<file path="src/rtl/vrp_pkg.sv">
`timescale 1ns/1ps
package vrp_pkg;
    localparam int CODE_W       = 7;
    localparam int BANK_W       = 2;
    localparam int NIB_W        = CODE_W - 3;
    localparam int MV_W         = 16;
    localparam int OFFSET_CODES = 97;   // 303.125 mV / 3.125 mV
    localparam int LSB_EIGHTHS  = 25;   // 3.125 mV in 0.125 mV units

    typedef struct packed {
        logic              gate;
        logic [CODE_W-1:0] code;
        logic              fpwm;
        logic [BANK_W-1:0] bank;
    } preset_t;
endpackage

</file>
<file path="src/rtl/vrp_preset_mux.sv">
`timescale 1ns/1ps
module vrp_preset_mux
    import vrp_pkg::*;
(
    input  logic    sel,
    input  preset_t p0,
    input  preset_t p1,
    output preset_t act
);
    always_comb begin
        act = sel ? p1 : p0;
    end
endmodule

</file>
<file path="src/rtl/vrp_code_clamp.sv">
`timescale 1ns/1ps
module vrp_code_clamp #(
    parameter int CODE_W = 7,
    parameter int NIB_W  = CODE_W - 3
) (
    input  logic [CODE_W-1:0] code_in,
    input  logic [NIB_W-1:0]  hi_nib,
    input  logic [NIB_W-1:0]  lo_nib,
    output logic [CODE_W-1:0] code_out
);
    localparam int FILL_W = CODE_W - NIB_W;

    logic [CODE_W-1:0] hi_code;
    logic [CODE_W-1:0] lo_code;
    logic [CODE_W-1:0] raised;

    always_comb begin
        hi_code  = {hi_nib, {FILL_W{1'b1}}};
        lo_code  = {lo_nib, {FILL_W{1'b0}}};
        // lower bound first, upper bound last so the upper one wins on a cross
        raised   = (code_in < lo_code) ? lo_code : code_in;
        code_out = (raised > hi_code) ? hi_code : raised;
    end
endmodule

</file>
<file path="src/rtl/vrp_ref_slewer.sv">
`timescale 1ns/1ps
module vrp_ref_slewer #(
    parameter int CODE_W   = 7,
    parameter int BANK_W   = 2,
    parameter int STEP_CYC = 2000
) (
    input  logic              clk,
    input  logic              rst_n,
    input  logic              en,
    input  logic [CODE_W-1:0] tgt,
    input  logic [BANK_W-1:0] bank_sel,
    output logic [CODE_W-1:0] ref_code,
    output logic [BANK_W-1:0] bank,
    output logic              busy
);
    localparam int CNT_W = $clog2(STEP_CYC + 1);
    localparam logic [CNT_W-1:0] CNT_LAST = CNT_W'(STEP_CYC - 1);

    typedef struct packed {
        logic [CODE_W-1:0] ref_c;
        logic [BANK_W-1:0] bank;
        logic [CNT_W-1:0]  cnt;
    } slew_st_t;

    slew_st_t st_d, st_q;
    logic     busy_w;

    always_comb begin
        st_d   = st_q;
        busy_w = (st_q.ref_c != tgt);
        if (!en) begin
            st_d.ref_c = tgt;
            st_d.bank  = bank_sel;
            st_d.cnt   = '0;
        end else if (!busy_w) begin
            st_d.cnt = '0;
        end else if (st_q.cnt == CNT_LAST) begin
            st_d.cnt   = '0;
            st_d.ref_c = (st_q.ref_c < tgt) ? st_q.ref_c + CODE_W'(1)
                                            : st_q.ref_c - CODE_W'(1);
        end else begin
            st_d.cnt = st_q.cnt + CNT_W'(1);
        end
    end

    always_ff @(posedge clk or negedge rst_n) begin
        if (!rst_n) st_q <= '0;
        else        st_q <= st_d;
    end

    assign ref_code = st_q.ref_c;
    assign bank     = st_q.bank;
    assign busy     = busy_w;

    AST_OFF_LOADS_TARGET: assert property (@(posedge clk) disable iff (!rst_n)
        !en |=> ref_code == $past(tgt));
    AST_SINGLE_CODE_STEP: assert property (@(posedge clk) disable iff (!rst_n)
        en |=> (ref_code == $past(ref_code) ||
                ref_code == $past(ref_code) + CODE_W'(1) ||
                ref_code == $past(ref_code) - CODE_W'(1)));
    AST_SETTLED_HOLDS: assert property (@(posedge clk) disable iff (!rst_n)
        (en && !busy) |=> ref_code == $past(ref_code));
    AST_BANK_FROZEN: assert property (@(posedge clk) disable iff (!rst_n)
        en |=> bank == $past(bank));
endmodule

</file>
<file path="src/rtl/vref_preset_ramp.sv">
`timescale 1ns/1ps
module vref_preset_ramp
    import vrp_pkg::*;
#(
    parameter int STEP_CYC = 2000   // 10 us at 200 MHz
) (
    input  logic              clk,
    input  logic              rst_n,
    input  logic              en_pin,
    input  logic              sel_pin,
    input  logic              gate0,
    input  logic [CODE_W-1:0] code0,
    input  logic              fpwm0,
    input  logic [BANK_W-1:0] bank0,
    input  logic              gate1,
    input  logic [CODE_W-1:0] code1,
    input  logic              fpwm1,
    input  logic [BANK_W-1:0] bank1,
    input  logic [NIB_W-1:0]  lim_hi,
    input  logic [NIB_W-1:0]  lim_lo,
    output logic              core_en,
    output logic              fpwm,
    output logic [BANK_W-1:0] bank,
    output logic [CODE_W-1:0] ref_code,
    output logic              busy,
    output logic [MV_W-1:0]   ref_mv8
);
    preset_t           pre0, pre1, act;
    logic [CODE_W-1:0] tgt;
    logic [31:0]       mv_full;

    assign pre0 = '{gate: gate0, code: code0, fpwm: fpwm0, bank: bank0};
    assign pre1 = '{gate: gate1, code: code1, fpwm: fpwm1, bank: bank1};

    vrp_preset_mux u_mux (
        .sel (sel_pin),
        .p0  (pre0),
        .p1  (pre1),
        .act (act)
    );

    vrp_code_clamp #(.CODE_W(CODE_W), .NIB_W(NIB_W)) u_clamp (
        .code_in  (act.code),
        .hi_nib   (lim_hi),
        .lo_nib   (lim_lo),
        .code_out (tgt)
    );

    assign core_en = en_pin & act.gate;
    assign fpwm    = act.fpwm;

    vrp_ref_slewer #(.CODE_W(CODE_W), .BANK_W(BANK_W), .STEP_CYC(STEP_CYC)) u_slew (
        .clk      (clk),
        .rst_n    (rst_n),
        .en       (core_en),
        .tgt      (tgt),
        .bank_sel (act.bank),
        .ref_code (ref_code),
        .bank     (bank),
        .busy     (busy)
    );

    always_comb begin
        mv_full = ((32'(ref_code) + 32'(OFFSET_CODES)) * 32'(LSB_EIGHTHS)) << bank;
    end
    assign ref_mv8 = mv_full[MV_W-1:0];

    AST_GATED_ENABLE: assert property (@(posedge clk) disable iff (!rst_n)
        core_en |-> en_pin);
    AST_UPPER_CAP: assert property (@(posedge clk) disable iff (!rst_n)
        tgt <= {lim_hi, 3'b111});
    AST_LOWER_FLOOR: assert property (@(posedge clk) disable iff (!rst_n)
        (lim_hi >= lim_lo) |-> tgt >= {lim_lo, 3'b000});
endmodule

</file>
<file path="config.mk">
export PLATFORM = sky130hd
export DESIGN_NAME = vref_preset_ramp
export DESIGN_NICKNAME = d
export VERILOG_FILES = /design/src/rtl/vrp_pkg.sv /design/src/rtl/vrp_preset_mux.sv /design/src/rtl/vrp_code_clamp.sv /design/src/rtl/vrp_ref_slewer.sv /design/src/rtl/vref_preset_ramp.sv
export SDC_FILE = /design/constraint.sdc
export NUM_CORES = 1
export LEC_CHECK = 0
export ABC_AREA = 1
export BUFFER_PORTS_ARGS = -buffer_cell sky130_fd_sc_hd__clkbuf_2
export CAP_MARGIN = 20
export CORE_AREA = 10 10 63 117
export CTS_CLUSTER_DIAMETER = 50
export DETAILED_ROUTE_END_ITERATION = 8
export DIE_AREA = 0 0 73 127
export PLACE_DENSITY = 0.8
export SLEW_MARGIN = 20
export SYNTH_ARGS = -nofsm -noshare
export SYNTH_HDL_FRONTEND = slang
export SYNTH_SLANG_ARGS = --single-unit
</file>
<file path="constraint.sdc">
create_clock -name clk -period 4.06 [get_ports clk]
set_clock_uncertainty 0.1 [all_clocks]
set_input_delay 0.203 -clock clk [delete_from_list [all_inputs] [get_ports clk]]
set_output_delay 0.203 -clock clk [all_outputs]
set_load 0.02 [all_outputs]
</file>
* Word-level counts from Yosys, hierarchy flattened
Index checks and enable logic that the tools add are counted.
** Operators by class
- Add/sub/neg operators :: 4
- $mul :: 1
- Bitwise operators :: 1
- Mux-type cells :: 10
- Reductions and logical operators :: 1
- Shift operators :: 1
- $lt $le $gt $ge :: 3
- Equality and inequality tests :: 4
** Operator list (number)
- 11-bit 2-to-1 mux :: 4
- 7-bit 2-to-1 mux :: 6
- 13-bit by 2-bit << shifter with 16-bit output :: 1
- 7-bit < comparator :: 2
- 8-bit by 5-bit multiplier with 13-bit output (second input constant) :: 1
- 11-bit by 1-bit adder with 11-bit output (second input constant) :: 1
- 11-bit equality test (second input constant) :: 1
- 7-bit by 7-bit adder with 8-bit output (second input constant) :: 1
- 7-bit by 1-bit adder with 7-bit output (second input constant) :: 1
- 7-bit > comparator :: 1
- 7-bit inequality test :: 1
- 7-bit by 1-bit subtractor with 7-bit output (second input constant) :: 1
- 2-bit inequality test (second input constant) :: 2
- 2-bit AND reduction :: 1
- 1-bit AND :: 1
** Storage, ports and cells
- Word-level logic and storage cells :: 28
- Input port bits :: 34
- Output and inout port bits :: 28
- Register bits :: 20

* Depth between registers and ports, before layout
Gate-level depths: netlist (run 1).
- Depth after elaboration :: 10
- Mapped depth :: 37
- Gate-level depth less buffers :: 36

* Hierarchy
From an unflattened synthesis (run 1), not the netlist that was laid out.
** Unflattened totals
- Cells, all modules :: 496
- Area, all modules :: 3279.4 um^2
** By module, submodules not included
- vrp_ref_slewer :: times used 1, seq. area each 500.5 um^2, area an instance 1501.4 um^2, cells each 188
- vref_preset_ramp :: times used 1, seq. area each 0.0 um^2, area an instance 1247.4 um^2, cells each 207
- vrp_code_clamp :: times used 1, seq. area each 0.0 um^2, area an instance 384.1 um^2, cells each 65
- vrp_preset_mux :: times used 1, seq. area each 0.0 um^2, area an instance 146.4 um^2, cells each 36

* Worst setup path after synthesis (run 1)
No wires, ideal clock.
- Path kind :: input port to flip-flop
- Start point :: input port sel_pin
- End point :: register u_slew.st_q (netlist bit u_slew.ref_code[3])
- Setup slack :: -0.419 ns
- Arrival :: 4.261 ns
- Library setup time :: 0.117 ns
- Stages on the path :: 31
- Path buffers :: 1
- Required time :: 3.843 ns
- Cell sequence :: inv_1 buf_6 or2_2 o21ai_0 ha_1 nor2_1 nand2_1 nand2_2 nand2_1 o21ai_1 inv_1 ha_1 a21o_1 a21boi_1 inv_1 nand2_2 inv_2 nand2_1 nand2_1 ha_1 a21oi_1 o21a_1 nand2_1 ha_1 a21o_1 a31oi_1 inv_1 nor2_1 o21ai_2 inv_1 nand2_1
** Between the ends
- Cells in the longest elaborated chain, start to end :: 10
- Elaborated cells on any way between the ends :: 15
- Classes of those cells :: order compare: 3; eq/ne: 3; mux: 7; bitwise: 1; reduce/logical: 1
** RTL lines
- start, declared :: line vref_preset_ramp.sv:10 : input logic sel_pin,
- 11-bit 2-to-1 mux (*) :: line vrp_preset_mux.sv:11 : act = sel ? p1 : p0;
- 7-bit < comparator :: line vrp_code_clamp.sv:21 : raised = (code_in < lo_code) ? lo_code : code_in;
- 7-bit 2-to-1 mux :: line vrp_code_clamp.sv:21
- 7-bit > comparator :: line vrp_code_clamp.sv:22 : code_out = (raised > hi_code) ? hi_code : raised;
- 7-bit 2-to-1 mux :: line vrp_code_clamp.sv:22
- 7-bit < comparator :: line vrp_ref_slewer.sv:39 : st_d.ref_c = (st_q.ref_c < tgt) ? st_q.ref_c + CODE_W'(1)
- 7-bit 2-to-1 mux :: line vrp_ref_slewer.sv:39
- 7-bit 2-to-1 mux :: line vrp_ref_slewer.sv:37 : end else if (st_q.cnt == CNT_LAST) begin
- 7-bit 2-to-1 mux :: line vrp_ref_slewer.sv:35 : end else if (!busy_w) begin
- 7-bit 2-to-1 mux :: line vrp_ref_slewer.sv:31 : if (!en) begin
- end signal, assigned :: line vrp_ref_slewer.sv:48 : else st_q <= st_d;
- end, declared :: line vrp_ref_slewer.sv:25 : slew_st_t st_d, st_q;
Every way passes the cells marked *; elsewhere a longest branch is shown, timed or not. The select of a mux whose other input is x is not followed.
A chain may end at the register's enable or synchronous reset.

* Worst setup path in the final report (run 1)
- Start point :: input port sel_pin
- End point :: register u_slew.st_q (netlist bit u_slew.ref_code[6])
The elaborated chain is that of the path after synthesis.

==> results of run 1 <==
[routing by layer]
| metal | part of all wire (%) | vias to the layer above | GRT usage, % |
|---|---|---|---|
| li1 | - | 1694 | - |
| met1 | 36 | 1706 | 21.7 |
| met2 | 52 | 199 | 33.0 |
| met3 | 7.1 | 62 | 4.57 |
| met4 | 5.1 | 0 | 5.73 |
| met5 | 0 | - | 0 |
[metrics by stage]
stage                     instance area [um2]  setup slack [ps]  TNS (ps)
final                                    4610              -380     -2680
after floorplan                          3140              -143      -390
after CTS                                4070             -57.9      -150
after detailed placement                 3690              -500     -3960
after global placement                   3690              -441     -2210
after global routing                     4610              -552     -7240
[state kept, by name, summed over array words and instances (netlist names)]
name	cells
u_slew.st_q	11
u_slew.ref_code	7
u_slew.bank	2
[cell usage in the layout (no fill, tap or decap), types with 9 or more instances in the layout]
cell type / Yosys / layout
sky130_fd_sc_hd__buf_4: 10 / 71
sky130_fd_sc_hd__buf_6: 2 / 9
sky130_fd_sc_hd__clkbuf_2: 0 / 53
sky130_fd_sc_hd__dfrtp_1: 20 / 20
sky130_fd_sc_hd__ha_1: 50 / 31
sky130_fd_sc_hd__ha_4: 0 / 18
sky130_fd_sc_hd__inv_1: 73 / 62
sky130_fd_sc_hd__inv_2: 4 / 13
sky130_fd_sc_hd__nand2_1: 103 / 76
sky130_fd_sc_hd__nand2_2: 3 / 23
sky130_fd_sc_hd__nand3_1: 34 / 26
sky130_fd_sc_hd__nor2_1: 27 / 22
sky130_fd_sc_hd__o21ai_0: 22 / 13
sky130_fd_sc_hd__xor2_1: 13 / 10
[worst min-delay path: stages]
cell and delay, ps:
sky130_fd_sc_hd__clkbuf_2 80, sky130_fd_sc_hd__nand2_1 50, sky130_fd_sc_hd__a31oi_1 70
[kinds of logic after synthesis]
group | share of synthesized area (%)
and+or+nand+nor | 29.8
muxes | 1.31
AOI/OAI and AO/OA | 11.5
xor gates and xnor gates | 4.02
adders and majority gates | 23.1
buffers and inverters | 13.8
DFF | 16.4
[cell type report]
| type | instances | area, um2 |
|---|---|---|
| Multi-Input combinational cell | 332 | 2700 |
| Fill cell | 312 | 951 |
| Timing Repair Buffer | 136 | 940 |
| Sequential cell | 20 | 500 |
| Inverter | 78 | 310 |
| Clock buffer | 4 | 88.8 |
| Tap cell | 61 | 76.3 |
[repair_timing]
item	CTS	global route
gates resized for setup	47	92
pin swaps	37	44
setup endpoints to repair	13	28
endpoints found under the hold margin	20	0
setup buffers	8	27
hold buffers	1	0
[worst max path at each step]
stage	startpoint	to	cells after the start
finish	sel_pin	u_slew.ref_code[6]$_DFFE_PN0P_	34
global route	sel_pin	u_slew.ref_code[6]$_DFFE_PN0P_	35
CTS	sel_pin	u_slew.ref_code[5]$_DFFE_PN0P_	38
detailed placement	sel_pin	u_slew.ref_code[5]$_DFFE_PN0P_	32
global placement	sel_pin	u_slew.ref_code[5]$_DFFE_PN0P_	32
floorplan	sel_pin	u_slew.ref_code[5]$_DFFE_PN0P_	33
==> key figures, run 1 <==
STA
  • Transition time at the pin with the least slew margin: 729 ps
  • Final Hold Violating Endpoints: 0
  • Tmin final: 4440 ps
  • Number of endpoints failing setup at the final stage: 26
  • Setup repair after global routing missed its margin: true
  • Highest Clock Rate: 225 MHz
  • Final worst slack: -380 ps
  • Max-slew violation count: 0
  • Worst hold margin: 78.8 ps
  • Period utilisation layout: 109%
  • Rel. slew slack: 51.4%

Route
  • Final Routed Wirelength: 11.5 mm
  • Routed wire length per instance: 18.3 um
  • Number of iterations in the first detailed-routing pass: 5
  • Total number of vias: 3661
  • Via density per instance: 5.80
  • Number of routed nets with antenna violations: 0
  • Iter 0 DRT Violations: 364
  • DRC: 0

Synthesis
  • Most area-hungry cell type in the Yosys netlist: sky130_fd_sc_hd__ha_1
  • Cell count after synthesis: 450
  • Synth cell types: 45
  • Main flop type after synthesis: sky130_fd_sc_hd__dfrtp_1
  • Share of the yosys chip area belonging to registers: 16.4%
  • Ranking of synthesized cells by instance count: 103 x sky130_fd_sc_hd__nand2_1, 73 x sky130_fd_sc_hd__inv_1, 50 x sky130_fd_sc_hd__ha_1
  • Synthesized area: 3050 um2
  • Number of synthesized register bits: 20
  • Synthesized area per cell: 6.78 um2
  • Async set-or-reset flop fraction in the synthesized netlist: 100%
  • Most instantiated library cell after synthesis: sky130_fd_sc_hd__nand2_1
  • Warning count from the yosys run: 0
  • Net Count, Synth: 538
  • Area share of the largest cell type after synthesis: 20.5%
  • Leading post-synthesis cells by cell area: sky130_fd_sc_hd__ha_1 21%, sky130_fd_sc_hd__dfrtp_1 16%, sky130_fd_sc_hd__nand2_1 13%
  • Number of enable-type register cells in the synthesized netlist: 0

Clock network
  • Number of buffers added by the clock tree synthesis step: 3
  • Clock root buffer: sky130_fd_sc_hd__clkbuf_16
  • Deepest clock path buffer count: 2
  • Clock Sink Count: 20
  • CTS H-tree lvls: 1
  • Reg clk slew, reported paths: 70 ps
  • Clk_lat worst skew: 260 ps
  • CTS tree: yes

Setup path
  • Top cell by count, worst path: sky130_fd_sc_hd__nand2_2
  • Max stage delay cell, worst path: sky130_fd_sc_hd__fa_2
  • Worst EP required: 4100 ps
  • Depth of the most critical reg-to-reg path: 15
  • Arrival time of the worst setup path: 4480 ps
  • Delay of the slowest cell on the worst path: 380 ps
  • Largest delay contributor family on the critical path: simple AND/OR/NAND/NOR gates
  • Worst Setup Start Kind: primary input
  • Type of the worst setup path: in -> reg
  • Critical R2R Launch: u_slew.ref_code[2]$_DFFE_PN0P_
  • Endpoint class of the critical path: flip-flop
  • Crit Path Max Fanout: 6
  • Reg-to-reg setup timing slack: 1250 ps
  • Combined buffer and inverter count along the critical path: 6
  • Endpoint of the worst-slack reg-to-reg timing path: u_slew.ref_code[6]$_DFFE_PN0P_

Cells and area
  • Layout cells sized above 1: 45.1%
  • # nets final: 659
  • Final core area utilization: 82.9%
  • Final cell count without fillers: 631
  • Post-synthesis to final-layout area growth: 51.2%
  • Number of antenna cells inserted: 0

Outcome
  • Status: complete, but fails checks
  • Violated checks: setup timing

Global route
  • Number of antenna violations at the first check in global routing: 0
  • Via count of the first global-routing pass: 3422
  • Maximum number of pins on one net before global-route repair: 21
  • Overall routing resource usage: 18.9%
  • Wire length of the first global-routing pass: 14.9 mm
  • Overflow left after global routing: 0

Hold path
  • Worst Hold Path EP: u_slew.bank[0]$_DFFE_PN0N_
  • Hold path depth: 3
  • Hold Startpoint: bank0[0]
  • Min-Delay Path Class: in -> reg

Placement
  • Count of port buffers added during placement: 61
  • Placed insts: 592
  • Final weighted congestion in routability-driven placement: 0.891
  • Estimated wirelength of the detail-placed design: 6.50 mm

Floorplanning
  • Vert. Die Dim: 127 um
  • Initial cell density of the core: 54.8%
  • Die width: 73 um
  • Overall die area: 9270 um2
  • Core region area: 5560 um2
  • I/O pins: 62
  • Number of placement rows: 39

Run
  • # Max-Cap Violations: 0
Power of run 1 is left out: the tool's default activity adds up to more than one toggle a clock period on the data nets, which glitch-free logic cannot reach.
==> inputs of run 2 (changes only) <==
--- a/config.mk
+++ b/config.mk
@@ -6,14 +6,16 @@
 export NUM_CORES = 1
 export LEC_CHECK = 0
 export ABC_AREA = 1
-export BUFFER_PORTS_ARGS = -buffer_cell sky130_fd_sc_hd__clkbuf_2
+export BUFFER_PORTS_ARGS = -buffer_cell sky130_fd_sc_hd__buf_2
 export CAP_MARGIN = 20
 export CORE_AREA = 10 10 63 117
 export CTS_CLUSTER_DIAMETER = 50
 export DETAILED_ROUTE_END_ITERATION = 8
 export DIE_AREA = 0 0 73 127
+export GPL_ROUTABILITY_DRIVEN = 0
 export PLACE_DENSITY = 0.8
 export SLEW_MARGIN = 20
 export SYNTH_ARGS = -nofsm -noshare
 export SYNTH_HDL_FRONTEND = slang
 export SYNTH_SLANG_ARGS = --single-unit
+export TNS_END_PERCENT = 50
==> run 2 against run 1 <==
  * The flow still finishes with violations (setup timing)
  * Die area stayed put
  * Core utilization fell by 6.4 points
  * Wire length is 19% lower
  * Final cell count down 3.6%
  * Maximum frequency increased by 3.1%
  * Non-clock buffer count fell by 22
  * Worst setup slack improved by 140 ps
  * Sequential cell count unchanged
  * Clock-buffer cell count down 1
  * First-iteration DRC count fell by 31%
  * Global-route usage shrank 1.4 points
  * Critical path depth stayed put
==> key figures, run 2 (synthesized netlist as in run 1, its figures left out) <==
Route
  • Total number of vias: 3321 (-9.3%)
  • Number of iterations in the first detailed-routing pass: 6 (+1)
  • DRC: 0 (unchanged)
  • Routed wire length per instance: 15.3 um (-16%)
  • Number of routed nets with antenna violations: 0 (unchanged)
  • Iter 0 DRT Violations: 252 (-31%)
  • Final Routed Wirelength: 9.32 mm (-19%)
  • Via density per instance: 5.46 (-5.9%)

Floorplanning
  • Initial cell density of the core: 54.8% (unchanged)
  • Number of placement rows: 39 (unchanged)
  • I/O pins: 62 (unchanged)
  • Die width: 73 um (unchanged)
  • Vert. Die Dim: 127 um (unchanged)
  • Core region area: 5560 um2 (unchanged)
  • Overall die area: 9270 um2 (unchanged)

Clock network
  • CTS tree: yes
  • Reg clk slew, reported paths: 60 ps (about the same)
  • CTS H-tree lvls: 1 (unchanged)
  • Clk_lat worst skew: 250 ps (about the same)
  • Number of buffers added by the clock tree synthesis step: 3 (unchanged)
  • Clock root buffer: sky130_fd_sc_hd__clkbuf_16
  • Deepest clock path buffer count: 2 (unchanged)
  • Clock Sink Count: 20 (unchanged)

Cells and area
  • Reg with most FFs: u_slew.st_q
  • Number of antenna cells inserted: 0 (unchanged)
  • Max FFs per register: 11 (unchanged)
  • Most common cell after layout, fill and taps aside: sky130_fd_sc_hd__nand2_1
  • Post-synthesis to final-layout area growth: 39.5%
  • # nets final: 637 (-3.3%)
  • Final cell count without fillers: 608 (-3.6%)
  • Commonest cells after routing, fill and taps aside: 81 x sky130_fd_sc_hd__nand2_1, 64 x sky130_fd_sc_hd__inv_1, 59 x sky130_fd_sc_hd__buf_2, 50 x sky130_fd_sc_hd__buf_4, 34 x sky130_fd_sc_hd__ha_1
  • Final core area utilization: 76.5% (-6.4 points)
  • Layout cells sized above 1: 38.8% (-6.3 points)

STA
  • Final Hold Violating Endpoints: 0 (unchanged)
  • Rel. slew slack: 47.2% (-4.2 points)
  • Max-slew violation count: 0 (unchanged)
  • Tmin final: 4310 ps (-135 ps)
  • Worst hold margin: 107 ps (+28.1 ps)
  • Final worst slack: -245 ps (+135 ps)
  • Period utilisation layout: 106% (-3.3 points)
  • Setup TNS Final: -728 ps (+1950 ps)
  • Number of endpoints failing setup at the final stage: 4 (-85%)
  • Highest Clock Rate: 232 MHz (+3.1%)
  • Setup repair after global routing missed its margin: true
  • Transition time at the pin with the least slew margin: 792 ps (+63.3 ps)

Setup path
  • Endpoint class of the critical path: flip-flop
  • Delay of the slowest cell on the worst path: 270 ps (-110 ps)
  • Critical R2R Launch: u_slew.ref_code[2]$_DFFE_PN0P_
  • Depth of the most critical reg-to-reg path: 15 (unchanged)
  • Type of the worst setup path: in -> reg
  • Crit Path Max Fanout: 6 (unchanged)
  • Endpoint of the worst-slack reg-to-reg timing path: u_slew.ref_code[5]$_DFFE_PN0P_
  • Worst Setup Start Kind: primary input
  • Arrival time of the worst setup path: 4350 ps (-130 ps)
  • Reg-to-reg setup timing slack: 1320 ps (+70 ps)
  • Critical Path Source: code1[4]
  • Max stage delay cell, worst path: sky130_fd_sc_hd__ha_4
  • Worst EP required: 4110 ps (about the same)

Power
  • Worst vdd rail ir drop: 0.00153 V
  • Ratio of total power to cell area: 922 nW/um2
  • Leak pwr: 2.26 nW

Run
  • # Max-Cap Violations: 0 (unchanged)

Hold path
  • Worst Hold Path EP: u_slew.bank[1]$_DFFE_PN0N_
  • Hold path depth: 3 (unchanged)
  • Min-Delay Path Class: in -> reg
  • Hold Startpoint: bank0[1]

Placement
  • Placed insts: 591 (-0.17%)
  • Estimated wirelength of the detail-placed design: 6.50 mm (about the same)
  • Setup slack after placement: -517 ps (-16.4 ps)
  • Count of port buffers added during placement: 61 (unchanged)

Global route
  • Number of antenna violations at the first check in global routing: 0 (unchanged)
  • Wire length of the first global-routing pass: 13.9 mm (-7.0%)
  • Overall routing resource usage: 17.5% (-1.4 points)
  • Overflow left after global routing: 0 (unchanged)
  • Via count of the first global-routing pass: 3176 (-7.2%)
  • Maximum number of pins on one net before global-route repair: 21 (unchanged)

Outcome
  • Status: complete, but fails checks
  • Violated checks: setup timing
[run 2: changes by cell type in the layout (fill, tap and decap cells not counted), sizes merged]
cell and delta:
clkbuf -55, buf +32
[run 2: cell type report]
cell class,count,area [um2]
Timing Repair Buffer,114,734
Sequential cell,20,500
Fill cell,385,1310
Multi-Input combinational cell,332,2560
Inverter,78,308
Clock buffer,3,75.1
Tap cell,61,76.3
[run 2: worst max-delay path by stage]
stage	end	cells after the start
finish	u_slew.ref_code[5]$_DFFE_PN0P_	34
global route	u_slew.ref_code[5]$_DFFE_PN0P_	36
CTS	u_slew.ref_code[5]$_DFFE_PN0P_	35
detailed placement	u_slew.ref_code[5]$_DFFE_PN0P_	32
global placement	u_slew.ref_code[5]$_DFFE_PN0P_	32
floorplan	u_slew.ref_code[5]$_DFFE_PN0P_	33
[run 2: per-stage QoR]
stage                     power, mW  instance area [um2]
after global placement         3.24                 3680
final                          3.92                 4260
after floorplan                2.52                 3140
after detailed placement       3.29                 3680
after CTS                      3.70                 3970
after global routing           4.32                 4260
[run 2: power breakdown]
| group | switching [mW] | internal (mW) |
|---|---|---|
| combinational | 2.05 | 1.41 |
| clock | 0.0742 | 0.130 |
| sequential | 0.0380 | 0.220 |
[run 2: per-layer routing]
layer	share of wire, %	track usage, %	vias to the layer above
met4	1.9	4.04	0
met2	51	29.9	119
met5	0	0	-
met1	40	21.2	1532
met3	6.7	4.03	15
li1	-	-	1655
[run 2: critical path: cells and delay by family]
| kind | cells | cell delay, ps |
|---|---|---|
| AO/OA/AOI/OAI | 5 | 590 |
| XOR/XNOR | 1 | 160 |
| adder cells (fa/ha/maj) | 4 | 1040 |
| buffers and inverters | 7 | 560 |
| AND/OR/NAND/NOR | 17 | 1790 |
[run 2: timing repair]
item	CTS	global route
buffers inserted	11	2
hold buffers	1	0
setup endpoints to repair	8	28
hold endpoints to repair	20	0
pin swaps	20	38
gates cloned	0	0
resized for setup	28	65
(Power assumes the default switching activity.)
==> inputs of run 3 (changes only) <==
--- a/config.mk
+++ b/config.mk
@@ -13,6 +13,7 @@
 export DETAILED_ROUTE_END_ITERATION = 8
 export DIE_AREA = 0 0 73 127
 export GPL_ROUTABILITY_DRIVEN = 0
+export MAX_ROUTING_LAYER = met4
 export PLACE_DENSITY = 0.8
 export SLEW_MARGIN = 20
 export SYNTH_ARGS = -nofsm -noshare
==> run 3 against run 2 <==
  * The run still ends with setup timing left
  * Critical endpoint unchanged
  * Global-route usage rose by 0.49 points
  * Critical path depth rose by 1
  * Sequential cell count did not move
  * Clock power barely moved
==> key figures, run 3 (synthesized netlist as in run 1, its figures left out) <==
Outcome
  • Status: complete, but fails checks
  • Violated checks: setup timing

Cells and area
  • Commonest cells after routing, fill and taps aside: 81 x sky130_fd_sc_hd__nand2_1, 64 x sky130_fd_sc_hd__inv_1, 59 x sky130_fd_sc_hd__buf_2, 50 x sky130_fd_sc_hd__buf_4, 34 x sky130_fd_sc_hd__ha_1
  • # nets final: 637 (unchanged)
  • Layout cells sized above 1: 38.8% (unchanged)
  • Max FFs per register: 11 (unchanged)
  • Post-synthesis to final-layout area growth: 39.5% (unchanged)
  • Post-Layout Inst Area: 4260 um2 (unchanged)
  • Reg with most FFs: u_slew.st_q
  • Number of antenna cells inserted: 0 (unchanged)
  • Final cell count without fillers: 608 (unchanged)
  • Most common cell after layout, fill and taps aside: sky130_fd_sc_hd__nand2_1

Setup path
  • Arrival time of the worst setup path: 4350 ps (about the same)
  • Type of the worst setup path: in -> reg
  • Max stage delay cell, worst path: sky130_fd_sc_hd__ha_4
  • Worst Setup Start Kind: primary input
  • Endpoint class of the critical path: flip-flop
  • Delay of the slowest cell on the worst path: 270 ps (about the same)
  • Reg-to-reg setup timing slack: 1320 ps (about the same)
  • Crit Path Max Fanout: 6 (unchanged)
  • Worst EP required: 4110 ps (about the same)

STA
  • Highest Clock Rate: 232 MHz (about the same)
  • Worst hold margin: 107 ps (-0.336 ps)
  • Period utilisation layout: 106% (about the same)
  • Final worst slack: -241 ps (+4.26 ps)
  • Rel. slew slack: 47.4% (+0.20 points)
  • Number of endpoints failing setup at the final stage: 4 (unchanged)
  • Max-slew violation count: 0 (unchanged)
  • Tmin final: 4300 ps (-4.26 ps)
  • Transition time at the pin with the least slew margin: 789 ps (-3.01 ps)
  • Final Hold Violating Endpoints: 0 (unchanged)
  • Setup repair after global routing missed its margin: true

Clock network
  • Clk_lat worst skew: 250 ps (about the same)
  • CTS H-tree lvls: 1 (unchanged)
  • Number of buffers added by the clock tree synthesis step: 3 (unchanged)
  • CTS tree: yes
  • Clock Sink Count: 20 (unchanged)
  • Reg clk slew, reported paths: 60 ps (about the same)
  • Deepest clock path buffer count: 2 (unchanged)
  • Clock root buffer: sky130_fd_sc_hd__clkbuf_16

Power
  • Ratio of total power to cell area: 920 nW/um2 (-0.15%)
  • Worst vdd rail ir drop: 0.00154 V (+0.22%)
  • Total Power Consumption: 3.92 mW (-0.15%)
  • Leak pwr: 2.26 nW (unchanged)

Route
  • Number of iterations in the first detailed-routing pass: 5 (-1)
  • Final Routed Wirelength: 9.29 mm (-0.28%)
  • DRC: 0 (unchanged)
  • Routed wire length per instance: 15.3 um (-0.28%)
  • Total number of vias: 3315 (-0.18%)
  • Number of routed nets with antenna violations: 0 (unchanged)
  • Iter 0 DRT Violations: 303 (+20%)
  • Via density per instance: 5.45 (-0.18%)

Global route
  • Number of antenna violations at the first check in global routing: 0 (unchanged)
  • Maximum number of pins on one net before global-route repair: 21 (unchanged)
  • Wire length of the first global-routing pass: 13.9 mm (about the same)
  • Overall routing resource usage: 18.0% (+0.49 points)
  • Via count of the first global-routing pass: 3175 (-0.031%)
  • Overflow left after global routing: 0 (unchanged)

Floorplanning
  • Number of placement rows: 39 (unchanged)
  • Core region area: 5560 um2 (unchanged)
  • Vert. Die Dim: 127 um (unchanged)
  • I/O pins: 62 (unchanged)
  • Initial cell density of the core: 54.8% (unchanged)
  • Die width: 73 um (unchanged)
  • Overall die area: 9270 um2 (unchanged)

Placement
  • Total cell area at the placement stage: 3680 um2 (unchanged)
  • Estimated wirelength of the detail-placed design: 6.50 mm (unchanged)
  • Count of port buffers added during placement: 61 (unchanged)
  • Placed insts: 591 (unchanged)

Hold path
  • Min-Delay Path Class: in -> reg

Run
  • # Max-Cap Violations: 0 (unchanged)
run 3: area by class of cell:
class                   count  area (um2)
multi-input cells         332        2560
well taps                  61        76.3
repair buffers            114         734
flip-flops and latches     20         500
fillers                   385        1310
clock buffers               3        75.1
inverters                  78         308
run 3: final timing paths:
check | startpoint | endpoint | cells after the start
max in group asynchronous | rst_n | u_slew.st_q[10]$_DFF_PN0_ | 2
max reg2reg | u_slew.ref_code[2]$_DFFE_PN0P_ | u_slew.ref_code[5]$_DFFE_PN0P_ | 15
min reg2reg | u_slew.st_q[0]$_DFF_PN0_ | u_slew.st_q[0]$_DFF_PN0_ | 1
max | sel_pin | u_slew.ref_code[5]$_DFFE_PN0P_ | 35
min | bank0[1] | u_slew.bank[1]$_DFFE_PN0N_ | 3
min in group asynchronous | rst_n | u_slew.ref_code[3]$_DFFE_PN0P_ | 2
run 3: worst max-delay path: cells and delay by family:
family	cells	cell delay (ps)
adder cells (fa/ha/maj)	4	1040
AND/OR/NAND/NOR	17	1780
AO/OA/AOI/OAI	5	590
XOR/XNOR	1	160
buffers and inverters	8	580
run 3: what timing repair did:
| action | 4_1_cts | 5_1_grt |
|---|---|---|
| hold buffers | 1 | 0 |
| buffers inserted | 11 | 2 |
| setup endpoints to repair | 8 | 28 |
| resized for setup | 28 | 65 |
| hold endpoints to repair | 20 | 0 |
| pin swaps | 20 | 38 |
run 3: metal layers:
layer	vias up	share of wire, %	global-route usage, %
met1	1531	41	22.1
met2	112	50	29.9
met3	19	5.9	2.71
met4	0	2.4	4.04
li1	1653	-	-
met5	-	0	-
run 3: power breakdown:
part / total (mW) / switching (mW) / internal (mW)
Clock: 0.203 / 0.0733 / 0.130
Combinational: 3.46 / 2.04 / 1.41
Sequential: 0.257 / 0.0379 / 0.220
run 3: stage by stage:
stage	utilization (%)	worst slack (ps)	TNS (ps)
floorplan	-	-143	-390
global placement	66.2	-410	-1820
detailed placement	66.2	-517	-3710
CTS	71.4	-73.1	-155
global route	76.5	-476	-3260
finish	76.5	-241	-747
